[config.mk]
export PLATFORM = sky130hd
export DESIGN_NAME = frame_pattern_src
export DESIGN_NICKNAME = d
export VERILOG_FILES = /design/src/rtl/frame_pattern_src.sv
export SDC_FILE = /design/constraint.sdc
export NUM_CORES = 1
export LEC_CHECK = 0
export ABC_AREA = 1
export BUFFER_PORTS_ARGS = -buffer_cell sky130_fd_sc_hd__clkbuf_2
export CORE_AREA = 2 2 73 75
export CTS_BUF_LIST = sky130_fd_sc_hd__clkbuf_4 sky130_fd_sc_hd__clkbuf_8
export DETAILED_ROUTE_END_ITERATION = 10
export DIE_AREA = 0 0 75 77
export PLACE_DENSITY = 0.65
export SLEW_MARGIN = 40
export SYNTH_ARGS = -nofsm -noshare
export SYNTH_HDL_FRONTEND = slang
export SYNTH_SLANG_ARGS = --single-unit
[constraint.sdc]
create_clock -name clk -period 2.6 [get_ports clk]
set_input_delay 0.39 -clock clk [delete_from_list [all_inputs] [get_ports clk]]
set_output_delay 0.39 -clock clk [all_outputs]
set_load 0.01 [all_outputs]
[src/rtl/frame_pattern_src.sv]
module frame_pattern_src #(
  parameter int N_IDLE     = 3,
  parameter int N_DATA     = 256,
  parameter int LOOP_WORDS = 8,
  parameter bit LFSR_MODE  = 1'b0,
  parameter logic [15:0] SEED = 16'hACE1
) (
  input  logic        clk,
  input  logic        rst_n,
  input  logic        trig,
  output logic [15:0] word_o,
  output logic [15:0] qual_o,
  output logic        done_o
);
  localparam int TOTAL = 4 * (N_IDLE + 1 + N_DATA);
  localparam int IW    = $clog2(TOTAL);
  localparam logic [IW-1:0] LOOP_LAST = IW'(LOOP_WORDS - 1);
  localparam logic [IW-1:0] EVT_BASE  = IW'(4 * N_IDLE);
  localparam logic [IW-1:0] HDR       = IW'(4 * (N_IDLE + 1));
  localparam logic [IW-1:0] END_IDX   = IW'(TOTAL - 1);
  localparam logic [IW-1:0] LAST_FR   = IW'(N_DATA - 1);

  logic [IW-1:0] idx;
  logic          armed;
  logic [7:0]    evt;
  logic [15:0]   lfsr;
  logic [15:0]   pat;

  wire           in_wait = idx <= LOOP_LAST;
  wire           at_end  = idx == END_IDX;
  wire           in_data = idx >= HDR;
  wire           evt_fr  = (idx >= EVT_BASE) && !in_data;
  wire           is_ctl  = ~idx[1];
  wire [IW-1:0]  frame   = (idx - HDR) >> 2;
  wire           first   = in_data && frame == '0;
  wire           last    = in_data && frame == LAST_FR;
  wire [15:0]    lfsr_nx = {1'b0, lfsr[15:1]} ^ (lfsr[0] ? 16'hB400 : 16'h0000);

  always_ff @(posedge clk) begin
    if (!rst_n) begin
      idx   <= '0;
      armed <= 1'b0;
      evt   <= '0;
      lfsr  <= SEED;
    end else begin
      if (in_wait) begin
        if (idx == LOOP_LAST) begin
          if (armed || trig) begin
            idx   <= idx + 1'b1;
            armed <= 1'b0;
          end else begin
            idx <= '0;
          end
        end else begin
          idx <= idx + 1'b1;
          if (trig) armed <= 1'b1;
        end
      end else if (at_end) begin
        idx <= '0;
        evt <= evt + 8'd1;
      end else begin
        idx <= idx + 1'b1;
      end

      if (at_end)                lfsr <= SEED;
      else if (in_data && !is_ctl) lfsr <= lfsr_nx;
    end
  end

  generate
    if (LFSR_MODE) begin : g_lfsr
      assign pat = lfsr;
    end else begin : g_count
      assign pat = 16'(frame) * 16'd2 + 16'(idx[0]) + 16'd1;
    end
  endgenerate

  wire [15:0] ctl_word  = {evt_fr, 1'b0, first, first, last, last, 2'b00, evt};
  wire [15:0] data_word = in_data ? pat : (evt_fr ? {8'hE5, evt} : 16'h0000);

  assign word_o = is_ctl ? ctl_word : data_word;
  assign qual_o = is_ctl ? 16'h0004 : 16'h0002;
  assign done_o = at_end;
endmodule

==> reports/qor.yml, run 1 <==
critical_path_buf_inv_count: 4
cts_tree: "done"
firstDrtPassIters: 4
drtIter0Drc: 132
io_buffers: 21
multi_input_area_um2: 1060
num_vias: 1523
end_kind: "output port"
fillers: 541
grt-ovfl-total: 0
synth_flop_cell: "dfxtp_1"
dp_hpwl_um: 2960
core_um2: 4980
area_growth_pct: 8.17
finalSetupTns_ns: 0
p_per_area_nw_per_um2: 311
vdd_drop_max_mv: 0.121
avgSynthCellArea_um2: 6.83
rsz0062_at_grt: "no"
synthArstFlopShare_pct: 0
clkLatencyLatePin_ns: 0.25
synthCells: 249
grt_usage_pct: 12.9
dieWidth_um: 75
hold_class: "reg -> reg"
fin_hold_ws_ns: 0.485
drt.antenna.violating_nets: 0
grt_pass1_wl_um: 5840
grt_antenna_before_repair: 0
finalHoldViolCount: 0
antennaDiodeCount: 0
start_kind: "register"
final.min_clock_period_ns: 2.37
critical_path_class: "reg -> out"
nets: 280
seqCellArea_um2: 403
via_per_inst: 4.52
mappedNetlistArea_um2: 1700
setup_viol: 0
crit_arrival_ns: 1.98
status: "complete, no violations"
dieArea_um2: 5780
gp_routability_congestion: 0.844
ys_seq_area_share_pct: 23.5
fin_crit_sh_pct: 91.2
path_clk_slew_ns: 0.07
clockRootBuffer: "clkbuf_8"
crit_family: "simple AND/OR/NAND/NOR gates"
slew_violations: 0
critical-path-slowest-cell: "dfxtp_2"
wl_per_cell_um: 10.7
synth.top_cell.area_share_pct: 23.5
synth-edff-count: 0
htree_levels: 1
die_h_um: 77
drc: 0
drv_cap: 0
initial_core_util_pct: 34.2
yosysTopAreaCell: "dfxtp_1"
cellLeakagePower_nw: 0.920
drive_gt1_share_pct: 21.3
fp-row-count: 26
max_freq_mhz: 422
ys_ff_latch: 20
cts_buffers: 3
grt_pass1_vias: 1276
skew_ns: 0.00447
critPathMaxStageDelay_ns: 0.37
synth.distinct_cells: 31
grt_max_degree: 11
cts.sinks: 20
path_cells: "inv_2 > ha_1 > inv_1 > nor2_1 > nand3_1 > nor2_2 > nand3_1 > nand2_1 > inv_1 > nor2_1 > clkbuf_2"
io_pins: 36
synth_warnings: 0
wl_um: 3600
critical_path_peak_fanout: 8
cts_buffer_depth: 2
worstPathRequired_ns: 2.21
yosys-top-cells-area: "dfxtp_1 24%, nand2_1 11%, buf_4 7.1%, inv_1 6.8%, ha_1 5.9%"
[cell type report]
cell class / count / area share (%)
multi-input combinational: 187 / 57.9
sequential: 20 / 21.9
timing repair buffer: 21 / 5.71
inverter: 36 / 7.48
clock buffer: 3 / 2.24
tap: 70 / 4.76
[cells by family (layout without fill, tap and decap cells)]
family	Yosys count	after routing	share of synthesized area, %
flip-flops	20	20	23.5
XOR/XNOR	8	8	4.12
buffers and inverters	55	60	16.7
adder cells (fa/ha/maj)	8	8	5.89
AND/OR/NAND/NOR	132	132	40.6
other	1	14	0.221
AO/OA/AOI/OAI	25	25	8.90
[cell usage after synthesis, types with 3 or more instances]
cell and n:
inv_2 4, o21ai_1 5, a21oi_1 9, nor2_1 23
o22ai_1 5, xor2_1 8, nand2_1 50, dfxtp_1 20
nand4_1 10, nor2_4 8, nand3_1 17, o21ai_0 3
ha_1 8, inv_1 31, buf_4 16, nor2_2 7
nand2_2 3, nand2_4 4, nor3_1 5
[what timing repair did]
action                     in CTS  in global routing
setup buffers                   0                  0
setup endpoints to repair       0                  4
gates resized for setup         0                  2
hold buffers                    0                  0
[placed cells by master (no fill, tap or decap)]
cell type and n:
o21ai_1 5, nand3_2 1, nand4_1 10, nor2_4 8
nor3_4 1, nor3_1 5, a21oi_1 9, nor2_1 23
dfxtp_1 18, and3_1 1, nor2_2 7, inv_1 31
nand2_1 50, inv_2 4, o21ai_0 3, ha_1 8
inv_4 1, dfxtp_2 2, clkbuf_8 3, o22ai_1 5
xor2_1 8, o211ai_4 1, or2_2 1, nand3_1 17
clkbuf_2 21, nand3b_1 1, o31ai_1 1, conb_1 14
a31oi_1 1, nand2_4 4, nand2_2 3
[per-layer routing]
metal	up-vias	part of all wire, %	GRT usage (%)
li1	805	-	-
met2	36	44	18.7
met5	-	0	0
met4	0	1.5	5.36
met1	678	51	19.0
met3	4	3.6	1.18
[power breakdown]
part,internal (mW),switching [mW],total [mW]
Sequential,0.311,0.0105,0.322
Combinational,0.0137,0.0358,0.0496
Clock,0.103,0.0971,0.200
[flip-flops by register name, summed over array words and instances (netlist names)]
register and cells:
evt 8, idx 11, armed 1
[through the flow]
step	total power, mW	setup WS, ns	area (µm²)	utilization, %	instances
5_1_grt	0.601	0.0115	1840	37.0	337
3_3_place_gp	0.378	0.396	1800	36.1	334
4_1_cts	0.578	0.103	1840	36.9	337
6_report	0.572	0.229	1840	37.0	337
2_1_floorplan	0.383	0.697	1750	-	262
3_5_place_dp	0.379	0.389	1800	36.1	334
[path summary, 6_finish.rpt]
| path | slack (ns) | end | from | cells past startpoint |
|---|---|---|---|---|
| setup / recovery | 0.23 | word_o[9] | idx[4]$_SDFF_PN0_ | 11 |
| hold / removal | 0.48 | evt[4]$_SDFFE_PN0P_ | evt[4]$_SDFFE_PN0P_ | 2 |
| setup reg to reg | 0.86 | idx[10]$_SDFF_PN0_ | idx[0]$_SDFF_PN0_ | 8 |
| hold reg to reg | 0.48 | evt[4]$_SDFFE_PN0P_ | evt[4]$_SDFFE_PN0P_ | 2 |
[worst reg2reg max path: cells and delay by family, from the launching register on]
| kind | cells | cell delay (ns) |
|---|---|---|
| AND/OR/NAND/NOR | 5 | 0.57 |
| XOR/XNOR | 1 | 0.16 |
| adder cells (fa/ha/maj) | 1 | 0.24 |
| buffers and inverters | 1 | 0.11 |
| flip-flops | 1 | 0.53 |
Note: power is estimated with default switching activity, not from simulation.
==> run 2, diff against run 1 <==
PLACE_DENSITY = 0.51   (was 0.65)
==> reports/qor.yml, run 2 (synthesis results as in run 1) <==
drive_gt1_share_pct: 21.6
cts_buffers: 3
cts.sinks: 20
stdcell_area_um2: 1860
clock_power_share_pct: 39.9
seqPwrFrac_pct: 51.1
drt.antenna.violating_nets: 0
wl_um: 3900
drc: 0
status: "complete, no violations"
num_vias: 1538
path_clk_slew_ns: 0.08
largest_reg_flops: 11
max_freq_mhz: 416
final_cell_mix: "50 x nand2_1, 31 x inv_1, 23 x nor2_1"
skew_ns: 0.00138
via_per_inst: 4.54
grt_max_degree: 12
swShare_pct: 26.3
start_kind: "register"
multi_input_area_um2: 1060
top_register: "idx"
setup_viol: 0
finalSetupTns_ns: 0
critical_path_peak_fanout: 6
core_um2: 4980
cellLeakagePower_nw: 0.932
fin_crit_sh_pct: 92.4
drv_cap: 0
slew_violations: 0
antennaDiodeCount: 0
dieArea_um2: 5780
cts_tree: "done"
p_per_area_nw_per_um2: 337
clkLatencyLatePin_ns: 0.26
final.min_clock_period_ns: 2.40
grt-ovfl-total: 0
dp_hpwl_um: 3150
initial_core_util_pct: 34.2
seqCellArea_um2: 402
rsz0062_at_grt: "no"
critical_path_class: "reg -> out"
htree_levels: 1
fp-row-count: 26
wl_per_cell_um: 11.5
grt_usage_pct: 14.3
crit_arrival_ns: 2.01
gp_routability_congestion: 0.786
fillers: 561
place_area_um2: 1800
grt_pass1_wl_um: 6510
grt_pass1_vias: 1370
dieWidth_um: 75
hold_class: "reg -> reg"
final_common_cell: "nand2_1"
clockRootBuffer: "clkbuf_8"
fin_hold_ws_ns: 0.488
finalHoldViolCount: 0
area_growth_pct: 9.34
cts_hold_buffers: 0
pwr-share-comb_pct: 9.0
worstPathRequired_ns: 2.21
end_kind: "output port"
power.internal_uw: 461
die_h_um: 77
post_cts_buffers: 0
vdd_drop_max_mv: 0.194
firstDrtPassIters: 4
io_buffers: 21
cts_buffer_depth: 2
grt_antenna_before_repair: 0
reg_top3: "idx x11, evt x8, armed x1"
p_switching_uw: 165
io_pins: 36
drtIter0Drc: 108
nets: 281
==> run 2: cell count changes in the layout (fill, tap and decap cells not counted) <==
cell	previous run	this run
buf_4	0	1
dfxtp_1	18	19
dfxtp_2	2	1
clkbuf_8	3	4
==> run 2: power by group through the flow <==
stage,logic (mW),clock network (mW),registers [mW]
CTS,0.0558,0.258,0.319
global route,0.0639,0.269,0.321
floorplan,0.0573,0,0.326
global placement,0.0558,0,0.327
finish,0.0562,0.250,0.320
detailed placement,0.0554,0,0.327
==> run 2: layer usage <==
| metal | vias to the layer above | share of wire [%] | GRT usage (%) |
|---|---|---|---|
| met1 | 692 | 54 | 22.6 |
| met5 | - | 0 | 0 |
| met3 | 2 | 3.8 | 1.97 |
| met4 | 0 | 0.49 | 3.21 |
| met2 | 37 | 42 | 20.0 |
| li1 | 807 | - | - |
==> run 2: final cells by class <==
cell class	count	area share, %
timing repair buffer	22	6.06
tap	70	4.71
multi-input combinational	187	57.3
clock buffer	4	2.96
inverter	36	7.40
sequential	20	21.6
==> run 2: repair_timing <==
| item | 4_1_cts | 5_1_grt |
|---|---|---|
| resized for setup | 0 | 1 |
| endpoints found under the setup margin | 0 | 3 |
| endpoints found under the hold margin | 0 | 0 |
==> run 2: critical path: stages (launching register included) <==
cell      delay, ns
dfxtp_1        0.44
inv_1          0.13
ha_1           0.26
inv_1          0.09
nand2_1        0.05
nand2_1        0.11
nand3b_1       0.13
nor2_1         0.11
nand2_1        0.07
inv_1          0.07
nand2_1        0.05
nand3_1        0.07
nand2_1        0.05
clkbuf_2       0.12
==> run 2: path summary, 6_finish.rpt <==
check | startpoint | endpoint | slack (ns) | cells past startpoint
worst max-delay path | idx[5]$_SDFF_PN0_ | word_o[8] | 0.20 | 13
worst max register to register | idx[1]$_SDFF_PN0_ | idx[10]$_SDFF_PN0_ | 0.85 | 8
worst min-delay path | evt[4]$_SDFFE_PN0P_ | evt[4]$_SDFFE_PN0P_ | 0.49 | 2
worst min register to register | evt[4]$_SDFFE_PN0P_ | evt[4]$_SDFFE_PN0P_ | 0.49 | 2
==> run 2: stage by stage <==
stage	worst slack (ns)	power (mW)	std cells	utilization (%)
final	0.198	0.626	339	37.4
after global routing	0.00534	0.654	339	37.4
after CTS	0.170	0.633	339	37.3
after detailed placement	0.470	0.382	335	36.2
after global placement	0.541	0.383	335	36.2
after floorplan	0.697	0.383	262	-
==> run 3, diff against run 2 <==
ABC_AREA = unset   (was 1)
CORE_AREA = 2 2 71 73   (was 2 2 73 75)
DIE_AREA = 0 0 73 75   (was 0 0 75 77)
PLACE_DENSITY = 0.52   (was 0.51)
SETUP_SLACK_MARGIN = 0.4   (was unset)
==> reports/qor.yml, run 3 <==
cts_hold_buffers: 0
max_freq_mhz: 388
layoutNonFillerInstCount: 316
hold_class: "in -> reg"
gp_routability_congestion: 0.854
wl_um: 4660
slew-limit-headroom_pct: 64.5
synthCells: 207
die_h_um: 75
finalHoldViolCount: 0
status: "complete, no violations"
setup_viol: 0
synth_compound_area_share_pct: 9.90
cts_tree: "done"
cts_buffers: 3
grt-ovfl-total: 0
end_kind: "output port"
yosys-top-cells-area: "dfxtp_1 25%, xnor2_1 10%, buf_4 7.0%, ha_1 6.2%, nand2_1 5.4%"
critical_path_peak_fanout: 4
cts_buffer_depth: 2
initial_core_util_pct: 34.4
avgSynthCellArea_um2: 7.76
reg2reg_slack_ns: 0.69
clkLatencyLatePin_ns: 0.27
clockRootBuffer: "clkbuf_8"
core_um2: 4660
ys_seq_area_share_pct: 24.9
cellLeakagePower_nw: 1.09
top_register: "idx"
grt_pass1_vias: 1444
p_per_area_nw_per_um2: 299
via_per_inst: 4.98
mappedNetlistArea_um2: 1610
yosysTopAreaCell: "dfxtp_1"
dieWidth_um: 73
r2r-start: "idx[7]$_SDFF_PN0_"
dieArea_um2: 5480
synth_flop_cell: "dfxtp_1"
grt_max_degree: 14
path_cells: "buf_6 > buf_4 > buf_6 > nor3_4 > mux2i_1 > o22a_1 > a2111oi_4 > or3_1 > buf_2"
fp-row-count: 25
drive_gt1_share_pct: 42.0
final.min_clock_period_ns: 2.58
synth_top_cells_by_count: "23 x nand2_1, 20 x dfxtp_1, 19 x xnor2_1"
io_pins: 36
crit_arrival_ns: 2.19
grt_pass1_wl_um: 6790
drtIter0Drc: 99
skew_ns: 0.0112
path_clk_slew_ns: 0.09
worstPathRequired_ns: 2.21
slew_violations: 0
wl_per_cell_um: 14.7
fin_crit_sh_pct: 99.1
rsz0062_at_grt: "yes"
max_slew.worst_pin.slew_ns: 0.532
vdd_drop_max_mv: 0.205
ys_ff_latch: 20
synth-simple-area-share_pct: 31.1
cts.sinks: 20
synth.distinct_cells: 39
synth_top_family_by_area: "simple AND/OR/NAND/NOR gates"
synth.top_cell.area_share_pct: 24.9
firstDrtPassIters: 4
fillers: 411
synthXorXnorAreaFrac_pct: 14.2
critPathMaxStageDelay_ns: 0.33
cpMostUsedCell: "buf_6"
grt_antenna_before_repair: 0
drv_cap: 0
synth_fa_ha_area_share_pct: 6.24
antennaDiodeCount: 0
final_cell_mix: "33 x buf_4, 17 x nand2_1, 15 x nor2_1, 15 x xnor2_1, 15 x buf_2"
dp_hpwl_um: 2890
critPathLaunch: "idx[4]$_SDFF_PN0_"
fin_hold_ws_ns: 0.446
htree_levels: 1
min_from: "trig"
synth-edff-count: 0
synth_warnings: 0
reg_top3: "idx x11, evt x8, armed x1"
nets: 274
synthArstFlopShare_pct: 0
grt_usage_pct: 16.1
final_common_cell: "buf_4"
synthMuxAreaShare_pct: 2.49
num_vias: 1573
drc: 0
yosysMostFrequentCell: "nand2_1"
critical_path_class: "reg -> out"
critical-path-slowest-cell: "dfxtp_2"
start_kind: "register"
largest_reg_flops: 11
io_buffers: 21
dp.cells: 282
area_growth_pct: 45.1
drt.antenna.violating_nets: 0
==> run 3: changes by cell type in the layout (fill, tap and decap cells not counted), moves of 7 or more <==
cell and delta:
nand2_1 -33, buf_4 +32, inv_1 -26, clkbuf_2 -16
buf_2 +15, xnor2_1 +15, buf_6 +10, nand3_1 -10
and2_1 +9, nor2_1 -8, a21oi_1 -7, nor2_2 -7
==> run 3: final timing paths <==
path                            cells after the start                   to
worst max-delay path                                9           word_o[10]
worst min register to register                      2   armed$_SDFFE_PN0P_
worst min-delay path                                3   armed$_SDFFE_PN0P_
worst max register to register                      7  evt[6]$_SDFFE_PN0P_
==> run 3: what timing repair did <==
| item | in CTS | in global routing |
|---|---|---|
| gates resized for setup | 36 | 43 |
| setup buffers | 19 | 11 |
| pin swaps | 14 | 15 |
| endpoints found under the setup margin | 16 | 16 |
==> run 3: worst max-delay path: cells and delay by family (launching register included) <==
| family | cells | cell delay (ns) |
|---|---|---|
| AND/OR/NAND/NOR | 2 | 0.58 |
| buffers and inverters | 4 | 0.51 |
| flip-flops | 1 | 0.33 |
| AO/OA/AOI/OAI | 2 | 0.26 |
| multiplexers | 1 | 0.24 |
==> run 3: area by class of cell <==
type	instances	area [µm²]	share of cell area (%)
Clock buffer	3	41.3	1.77
Clock inverter	1	30.0	1.29
Inverter	6	22.5	0.967
Multi-Input combinational cell	169	1300	55.6
Sequential cell	20	412	17.7
Tap cell	54	67.6	2.90
Timing Repair Buffer	63	460	19.8
==> run 3: logic make-up (layout without fill, tap and decap cells) <==
| kind of cell | Yosys count | in the layout |
|---|---|---|
| flops | 20 | 20 |
| compound gates | 26 | 26 |
| fa+ha+maj | 8 | 8 |
| buf+inv | 31 | 73 |
| other cells | 1 | 14 |
| simple gates | 91 | 91 |
| xor+xnor | 26 | 26 |
| mux | 4 | 4 |
==> run 3: through the flow <==
step                      power, mW  setup TNS [ns]  setup slack [ns]  instance area, µm²  util, %
after global routing          0.723         -0.0682           -0.0397                2330     50.0
after detailed placement      0.378               0             0.223                1790     38.4
after floorplan               0.374               0             0.382                1690        -
final                         0.697               0            0.0222                2330     50.0
after CTS                     0.698               0            0.0455                2120     45.6
after global placement        0.378               0             0.185                1790     38.4
==> run 3: per-layer routing <==
metal | GRT usage, % | routed length, µm | vias up
met4 | 7.41 | 136 | 0
met5 | 0 | 0 | -
li1 | - | - | 787
met1 | 20.4 | 2090 | 738
met3 | 3.21 | 162 | 11
met2 | 26.3 | 2270 | 37
==> run 3: power by group <==
| part | internal (mW) | total, mW | switching [mW] |
|---|---|---|---|
| Combinational | 0.0188 | 0.0606 | 0.0418 |
| Sequential | 0.310 | 0.315 | 0.00478 |
| Clock | 0.206 | 0.321 | 0.115 |
